<file path="src/rtl/serial_mult_pkg.sv">
package serial_mult_pkg;
  function automatic logic fa_sum(input logic a, input logic b, input logic c);
    return a ^ b ^ c;
  endfunction

  function automatic logic fa_carry(input logic a, input logic b, input logic c);
    return (a & b) | (a & c) | (b & c);
  endfunction
endpackage

</file>
<file path="src/rtl/serial_add_stage.sv">
module serial_add_stage
  import serial_mult_pkg::*;
(
  input  logic clk_i,
  input  logic rst_ni,
  input  logic clr_i,
  input  logic a_i,
  input  logic b_i,
  output logic s_o,
  output logic c_o
);
  logic b_eff, c_eff;

  // clr drops the stale upstream sum and the stored carry in the LSB cycle
  assign b_eff = b_i & ~clr_i;
  assign c_eff = c_o & ~clr_i;

  always_ff @(posedge clk_i or negedge rst_ni) begin
    if (!rst_ni) begin
      s_o <= 1'b0;
      c_o <= 1'b0;
    end else begin
      s_o <= fa_sum(a_i, b_eff, c_eff);
      c_o <= fa_carry(a_i, b_eff, c_eff);
    end
  end
endmodule

</file>
<file path="src/rtl/serial_negate_stage.sv">
module serial_negate_stage (
  input  logic clk_i,
  input  logic rst_ni,
  input  logic clr_i,
  input  logic a_i,
  output logic q_o,
  output logic det_o
);
  logic det_eff;

  assign det_eff = det_o & ~clr_i;

  always_ff @(posedge clk_i or negedge rst_ni) begin
    if (!rst_ni) begin
      q_o   <= 1'b0;
      det_o <= 1'b0;
    end else begin
      q_o   <= a_i ^ det_eff;
      det_o <= det_eff | a_i;
    end
  end
endmodule

</file>
<file path="src/rtl/serial_coef_mult.sv">
module serial_coef_mult #(
  parameter int                       COEF_W = 8,
  parameter int                       WORD_W = 20,
  parameter logic signed [COEF_W-1:0] COEF   = -8'sd93
) (
  input  logic clk_i,
  input  logic rst_ni,
  input  logic word_start_i,
  input  logic ser_i,
  output logic prod_o
);
  localparam int TOP = COEF_W - 1;

  if (COEF_W < 2) begin : g_bad_coef
    $error("COEF_W must be at least 2");
  end
  if (WORD_W < COEF_W + 1) begin : g_bad_word
    $error("WORD_W too short for the coefficient width");
  end

  logic [COEF_W-1:0] pp;       // partial product bits, one per stage
  logic [COEF_W-1:0] sum_q;    // registered stage outputs
  logic [COEF_W-2:0] carry_q;  // adder carries
  logic              detect_q; // negation stage first-one flag

  assign pp = COEF_W'(COEF) & {COEF_W{ser_i}};

  // sign bit stage at the serial-input end
  serial_negate_stage i_neg (
    .clk_i (clk_i),
    .rst_ni(rst_ni),
    .clr_i (word_start_i),
    .a_i   (pp[TOP]),
    .q_o   (sum_q[TOP]),
    .det_o (detect_q)
  );

  for (genvar k = 0; k < TOP; k++) begin : g_add
    serial_add_stage i_add (
      .clk_i (clk_i),
      .rst_ni(rst_ni),
      .clr_i (word_start_i),
      .a_i   (pp[k]),
      .b_i   (sum_q[k+1]),
      .s_o   (sum_q[k]),
      .c_o   (carry_q[k])
    );
  end

  assign prod_o = sum_q[0];
endmodule

</file>
<file path="config.mk">
export PLATFORM = sky130hd
export DESIGN_NAME = serial_coef_mult
export DESIGN_NICKNAME = d
export VERILOG_FILES = /design/src/rtl/serial_mult_pkg.sv /design/src/rtl/serial_add_stage.sv /design/src/rtl/serial_negate_stage.sv /design/src/rtl/serial_coef_mult.sv
export SDC_FILE = /design/constraint.sdc
export NUM_CORES = 1
export LEC_CHECK = 0
export ABC_AREA = 1
export CORE_AREA = 2 2 39 41
export CTS_BUF_LIST = sky130_fd_sc_hd__clkbuf_16
export DETAILED_ROUTE_END_ITERATION = 7
export DIE_AREA = 0 0 41 43
export PLACE_DENSITY = 0.7
export SLEW_MARGIN = 20
export SYNTH_ARGS = -nofsm -noshare
export SYNTH_HDL_FRONTEND = slang
export SYNTH_SLANG_ARGS = --single-unit
</file>
<file path="constraint.sdc">
create_clock -name clk_i -period 1.3 [get_ports clk_i]
set_input_delay 0.39 -clock clk_i [delete_from_list [all_inputs] [get_ports clk_i]]
set_output_delay 0.39 -clock clk_i [all_outputs]
set_load 0.02 [all_outputs]
</file>
==> results of run 1 <==
[routing by layer]
layer  track usage [%]  part of all wire, %  vias up  wire length, µm
met3              6.28                  4.7        5               40
met1              17.0                   43      159              362
met4              10.0                  3.9        0               33
met5                 0                    0        -                0
li1                  -                    -      180                -
met2              19.4                   48        6              409
[cell families after synthesis]
| group | count (synthesis) |
|---|---|
| AND/OR/NAND/NOR | 15 |
| adder cells (fa/ha/maj) | 8 |
| buffers and inverters | 18 |
| flip-flops | 16 |
[power groups by stage]
stage	Sequential [mW]	Clock, mW	Combinational [mW]
2_1_floorplan	0.550	0	0.0461
3_3_place_gp	0.545	0	0.0919
3_5_place_dp	0.545	0	0.0973
4_1_cts	0.537	0.606	0.0970
5_1_grt	0.540	0.623	0.106
6_report	0.537	0.592	0.0893
[layout make-up]
cell class,instances,area share [%]
inverters,17,8.46
well taps,16,2.46
clock buffers,3,9.23
flip-flops and latches,16,49.2
clock inverters,1,0.462
multi-input cells,23,22.9
repair buffers,8,7.23
[registers in the layout, summed over array words and instances, names as in the netlist]
name / flops
i_neg.det_o: 1
g_add.i_add.c_o: 7
g_add.i_add.s_o: 7
i_neg.q_o: 1
[Yosys cell counts]
master / count / area, µm²
buf_6: 1 / 11.3
dfrtp_1: 16 / 400
fa_1: 3 / 60.1
ha_1: 5 / 62.6
inv_1: 16 / 60.1
inv_6: 1 / 8.76
nand2_1: 7 / 26.3
nor2_1: 5 / 18.8
nor2_2: 3 / 18.8
[worst min path at each step]
stage	depth (start not counted)	slack, ns	end	from
global placement	2	0.56	i_neg.q_o	i_neg.det_o
finish	2	0.46	g_add[4].i_add.c_o	rst_ni
detailed placement	2	0.56	i_neg.q_o	i_neg.det_o
CTS	2	0.47	g_add[4].i_add.s_o	rst_ni
global route	2	0.49	g_add[4].i_add.s_o	rst_ni
floorplan	0	0.09	g_add[0].i_add.c_o	rst_ni
[through the flow]
step	TNS, ns	hold slack (ns)	setup slack, ns	std cells	instance area (µm²)
floorplan	0	0.0944	0.0316	57	667
global placement	-4.30	0.564	-0.389	79	738
detailed placement	-4.60	0.560	-0.423	79	738
CTS	0	0.470	0.0153	84	823
global route	0	0.491	0.140	84	813
finish	0	0.460	0.159	84	813
[cell usage in the layout, fill, tap and decap left out, drive strengths merged]
cell type      instances
dfrtp                 16
buf                    4
clkdlybuf4s50          1
clkinv                 1
dlygate4sd2            1
nor2                   8
fa                     3
clkbuf                 5
nand2                  7
ha                     5
inv                   17
[timing repair]
action	CTS	global route
hold endpoints to repair	0	0
endpoints found under the setup margin	11	2
resized for setup	6	2
pin swaps	3	0
setup buffers	1	0
==> run_results.csv, run 1 <==
group,metric,value,unit
critical_path,cp_max_fo,1,
critical_path,path_cells,"clkbuf_2",
floorplan,core_area,0.00138,mm²
sta,clock.fmax,876,MHz
critical_path,slowest_delay,0.36,ns
critical_path,cp_num_buf_inv,1,
synth,synth_top_family_by_area,"adder cells",
final_layout,regArea,400,µm²
min_path,hold_class,"in2async",
sta,fin_crit_sh,87.8,%
floorplan,io_pins,5,
detailed_routing,wirelength,846,µm
critical_path,r2r-end,"g_add[0].i_add.s_o",
place,io_buffers,4,
clocking,worstSkewPairLatency,0.25,ns
detailed_routing,vias,350,
critical_path,critPathCapture,"prod_o",
power,p_total,1.22,mW
final_layout,finalCoreUtilization,58.8,%
floorplan,die_w,41,µm
synth,ys_ff_latch,16,
critical_path,worstPathRequired,0.91,ns
power,internal-power,0.972,mW
outcome,status,"complete, no violations",
clocking,clk_path_buf_depth,2,
place,dpl.hpwl,597,µm
critical_path,start_kind,"flip-flop",
clocking,htree_levels,1,
synth,syn_nets,69,
synth,syn_area,667,µm²
detailed_routing,dr.pass1.iters,2,
critical_path,cp.depth,1,
grt,antenna_found_initial,0,
grt,grt_start_max_net_pins,17,
final_layout,num-nets-final,81,
synth,synthSimpleGateAreaFrac,9.57,%
detailed_routing,drt-initial-drc-count,1,
synth,synth_cell_types,9,
final_layout,area_growth,22.0,%
synth,ys_seq_area_share,60.0,%
power,comb_power_share,7.3,%
power,pwr_density_cell,1500,mW/mm²
clocking,cts_tree,"built",
detailed_routing,wl_per_cell,10.1,µm
synth,syn_inst,57,
detailed_routing,ant_nets,0,
sta,worst_slew_pin_slew,0.196,ns
critical_path,cp-end-kind,"primary output",
clocking,numCtsBuffers,3,
grt,grt_pass1_wl,1500,µm
synth,synth_area_per_cell,11.7,µm²
clocking,clk_root_buffer_cell,"clkbuf_16",
floorplan,initial_core_util,48.2,%
critical_path,arrival,0.75,ns
grt,grt_pass1_vias,370,
critical_path,critPathTopFamily,"flip-flops",
synth,synth-xor-area-share,0,%
job,drv_cap,0,
critical_path,r2r_slack,0.20,ns
synth,yosys_warnings,0,
clocking,cts.sinks,16,
critical_path,critPathLaunch,"g_add[0].i_add.s_o",
final_layout,multiInputGateArea,186,µm²
grt,grt.total_usage,14.2,%
sta,finalMaxSlewViolations,0,
clocking,ctsHoldBuffers,0,
critical_path,critPathKind,"reg2out",
final_layout,diodes,0,
detailed_routing,drc,0,
synth,synthAdderAreaFrac,18.4,%
power,seqPwrFrac,44.1,%
power,power.leakage,0.445,nW
power,p_sw,0.247,mW
power,max-vdd-ir-drop,0.000892,V
grt,grt_overflow,0,
floorplan,die_y,43,µm
sta,fin_crit,1.14,ns
clocking,path_clk_slew,0.05,ns
power,p_clk_share,48.6,%
place,gp_congestion,0.685,
final_layout,drive_above_1_share,20.6,%
sta,finalSetupViolations,0,
detailed_routing,vias_per_cell,4.17,
critical_path,crit_path_top_delay_cell,"dfrtp_1",
synth,synth_compound_area_share,0,%
final_layout,fillerInstances,123,
power,swShare,20.2,%
sta,skew,0.00277,ns
critical_path,r2r-start,"g_add[0].i_add.c_o",
sta,rsz0062_at_grt,"no",
sta,hold_viol,0,
floorplan,rows,14,
floorplan,dieArea,0.00176,mm²
sta,max-slew-margin-rel,86.9,%
synth,yosys-mux-area-fraction,0,%
critical_path,reg2reg_depth,3,
No activity file was read; power rests on OpenSTA's default activity.
==> inputs of run 2 (changes only) <==
--- a/config.mk
+++ b/config.mk
@@ -6,12 +6,13 @@
 export NUM_CORES = 1
 export LEC_CHECK = 0
 export ABC_AREA = 1
-export CORE_AREA = 2 2 39 41
+export CORE_UTILIZATION = 54
 export CTS_BUF_LIST = sky130_fd_sc_hd__clkbuf_16
 export DETAILED_ROUTE_END_ITERATION = 7
-export DIE_AREA = 0 0 41 43
-export PLACE_DENSITY = 0.7
+export PLACE_DENSITY = 0.74
 export SLEW_MARGIN = 20
 export SYNTH_ARGS = -nofsm -noshare
 export SYNTH_HDL_FRONTEND = slang
+export SYNTH_HIERARCHICAL = 1
 export SYNTH_SLANG_ARGS = --single-unit
+export TNS_END_PERCENT = 50
==> run 2 against run 1 <==
  * Non-clock buffer count shrank 3
  * First-iteration DRC count rose to 6.0 times the previous value
  * Global-route usage is 3.1 points higher
  * Core utilization grew 15 points
  * Clock skew about the same
  * Power grew 13%
  * Via count increased by 14%
==> run_results.csv, run 2 <==
group,metric,value,unit
grt,grt_start_max_net_pins,17,
synth,syn_inst,71,
place,placed_area,806,µm²
place,place_ws,-0.520,ns
final_layout,num-nets-final,96,
critical_path,worstPathRequired,1.44,ns
job,drv_cap,0,
final_layout,final_cell_mix,"inv_1, dfrtp_1, nand2_1",
place,gp_congestion,0.658,
power,max-vdd-ir-drop,0.00104,V
clocking,ctsHoldBuffers,0,
final_layout,mostFrequentLayoutCell,"inv_1",
detailed_routing,vias_per_cell,4.11,
detailed_routing,vias,399,
final_layout,stdcell_count,97,
sta,hold_viol,0,
floorplan,die_w,38.8,µm
critical_path,start_kind,"primary input",
sta,hold_slack,0.471,ns
final_layout,top_regs,"g_add.i_add/c_o: 7 flops, g_add.i_add/s_o: 7 flops",
synth,synth_area_leaders,"dfrtp_1, fa_1, inv_1, nand2_1, ha_1",
grt,grt.total_usage,17.2,%
clocking,path_clk_slew,0.05,ns
final_layout,area_growth,20.6,%
synth,ys_seq_area_share,54.9,%
clocking,worstSkewPairLatency,0.25,ns
min_path,hold_class,"in2async",
final_layout,drive_above_1_share,7.23,%
clocking,htree_levels,1,
critical_path,arrival,1.37,ns
synth,synth.largest_area_cell,"dfrtp_1",
detailed_routing,wl_per_cell,9.96,µm
synth,yosys_warnings,6,
detailed_routing,drt-initial-drc-count,6,
clocking,clk_root_buffer_cell,"clkbuf_16",
floorplan,dieArea,0.00150,mm²
synth,synth_top_area_share,54.9,%
sta,skew,0.00243,ns
grt,grt_overflow,0,
place,dpl.hpwl,730,µm
sta,fin_crit_sh,94.7,%
sta,fin_crit,1.23,ns
grt,grt_pass1_wl,1580,µm
floorplan,rows,12,
synth,synth_area_per_cell,10.3,µm²
synth,synth.most_common_cell,"inv_1",
synth,async_reset_ff_share,100,%
clocking,clk_path_buf_depth,2,
sta,fin_ws,0.0693,ns
grt,antenna_found_initial,0,
floorplan,io_pins,5,
final_layout,fin_area,880,µm²
synth,synth_edf_count,0,
place,io_buffers,4,
floorplan,initial_core_util,61.5,%
detailed_routing,wirelength,966,µm
synth,syn_area,729,µm²
grt,grt_pass1_vias,399,
synth,ys_ff_latch,16,
clocking,numCtsBuffers,3,
place,dp.cells,93,
synth,synthTopCellsByCount,"inv_1, dfrtp_1, nand2_1",
synth,synth_cell_types,6,
sta,finalSetupViolations,0,
critical_path,cp-end-kind,"flip-flop",
sta,rsz0062_at_grt,"no",
sta,clock.fmax,813,MHz
final_layout,finalCoreUtilization,74.2,%
outcome,status,"complete, no violations",
power,pwr_density_cell,1570,mW/mm²
detailed_routing,drc,0,
critical_path,critPathKind,"in2reg",
floorplan,die_y,38.8,µm
clocking,cts_tree,"built",
detailed_routing,ant_nets,0,
final_layout,diodes,0,
power,power.leakage,0.507,nW
clocking,cts.sinks,16,
critical_path,cp_max_fo,8,
floorplan,core_area,0.00119,mm²
synth,yosys_most_used_dff,"dfrtp_1",
sta,finalMaxSlewViolations,0,
detailed_routing,dr.pass1.iters,4,
-- run 2: cell types whose count changed in the layout (fill, tap and decap cells not counted), sizes merged --
cell / delta
conb: +4
clkbuf: -1
ha: -4
clkdlybuf4s15: +1
nor2: -8
inv: +14
nand2: +8
fa: +4
buf: -3
-- run 2: per-stage QoR --
stage / power (mW) / TNS (ns)
global route: 1.46 / 0
CTS: 1.40 / 0
detailed placement: 0.814 / -6.39
finish: 1.38 / 0
global placement: 0.797 / -5.90
floorplan: 0.734 / 0
-- run 2: worst max-delay path, stage by stage --
cell	delay, ns
clkdlybuf4s15_2	0.25
inv_1	0.11
nand2_1	0.07
fa_1	0.51
inv_1	0.04
-- run 2: layout make-up --
class,instances,area (µm²)
Sequential cell,16,400
Fill cell,90,307
Multi-Input combinational cell,27,224
Inverter,31,116
Clock buffer,3,75.1
Timing Repair Buffer,5,42.5
Tap cell,14,17.5
Clock inverter,1,3.75
-- run 2: timing repair --
item,in CTS,in global routing
endpoints found under the hold margin,0,0
endpoints found under the setup margin,15,1
buffers inserted,0,0
gates resized for setup,6,1
-- run 2: cells by family (layout without fill, tap and decap cells) --
group | count (synthesis) | in the layout | synth area share, %
buffers and inverters | 31 | 40 | 16.0
other | 1 | 4 | 0.514
adder cells (fa/ha/maj) | 8 | 8 | 20.9
flip-flops | 16 | 16 | 54.9
AND/OR/NAND/NOR | 15 | 15 | 7.72
-- run 2: final timing paths --
path | start | to | slack (ns) | cells past startpoint
setup / recovery | word_start_i | g_add[5].i_add/s_o | 0.07 | 5
hold / removal | rst_ni | g_add[1].i_add/c_o | 0.47 | 2
setup reg to reg | g_add[6].i_add/s_o | g_add[5].i_add/s_o | 0.24 | 3
hold reg to reg | i_neg/det_o | i_neg/q_o | 0.57 | 2
max in group asynchronous | rst_ni | g_add[4].i_add/c_o | 0.65 | 2
min in group clk_i | i_neg/det_o | i_neg/q_o | 0.57 | 2
-- run 2: power breakdown --
part           switching, mW  total, mW  internal [mW]
logic                  0.111      0.178         0.0673
registers             0.0247      0.611          0.587
clock network          0.184      0.591          0.407
total                  0.320       1.38           1.06
-- run 2: layer usage --
| layer | wire length (µm) | GRT usage (%) | vias to the layer above |
|---|---|---|---|
| met3 | 36 | 6.94 | 2 |
| met5 | 0 | 0 | - |
| li1 | - | - | 203 |
| met2 | 469 | 25.8 | 5 |
| met1 | 444 | 20.6 | 189 |
| met4 | 16 | 10.3 | 0 |
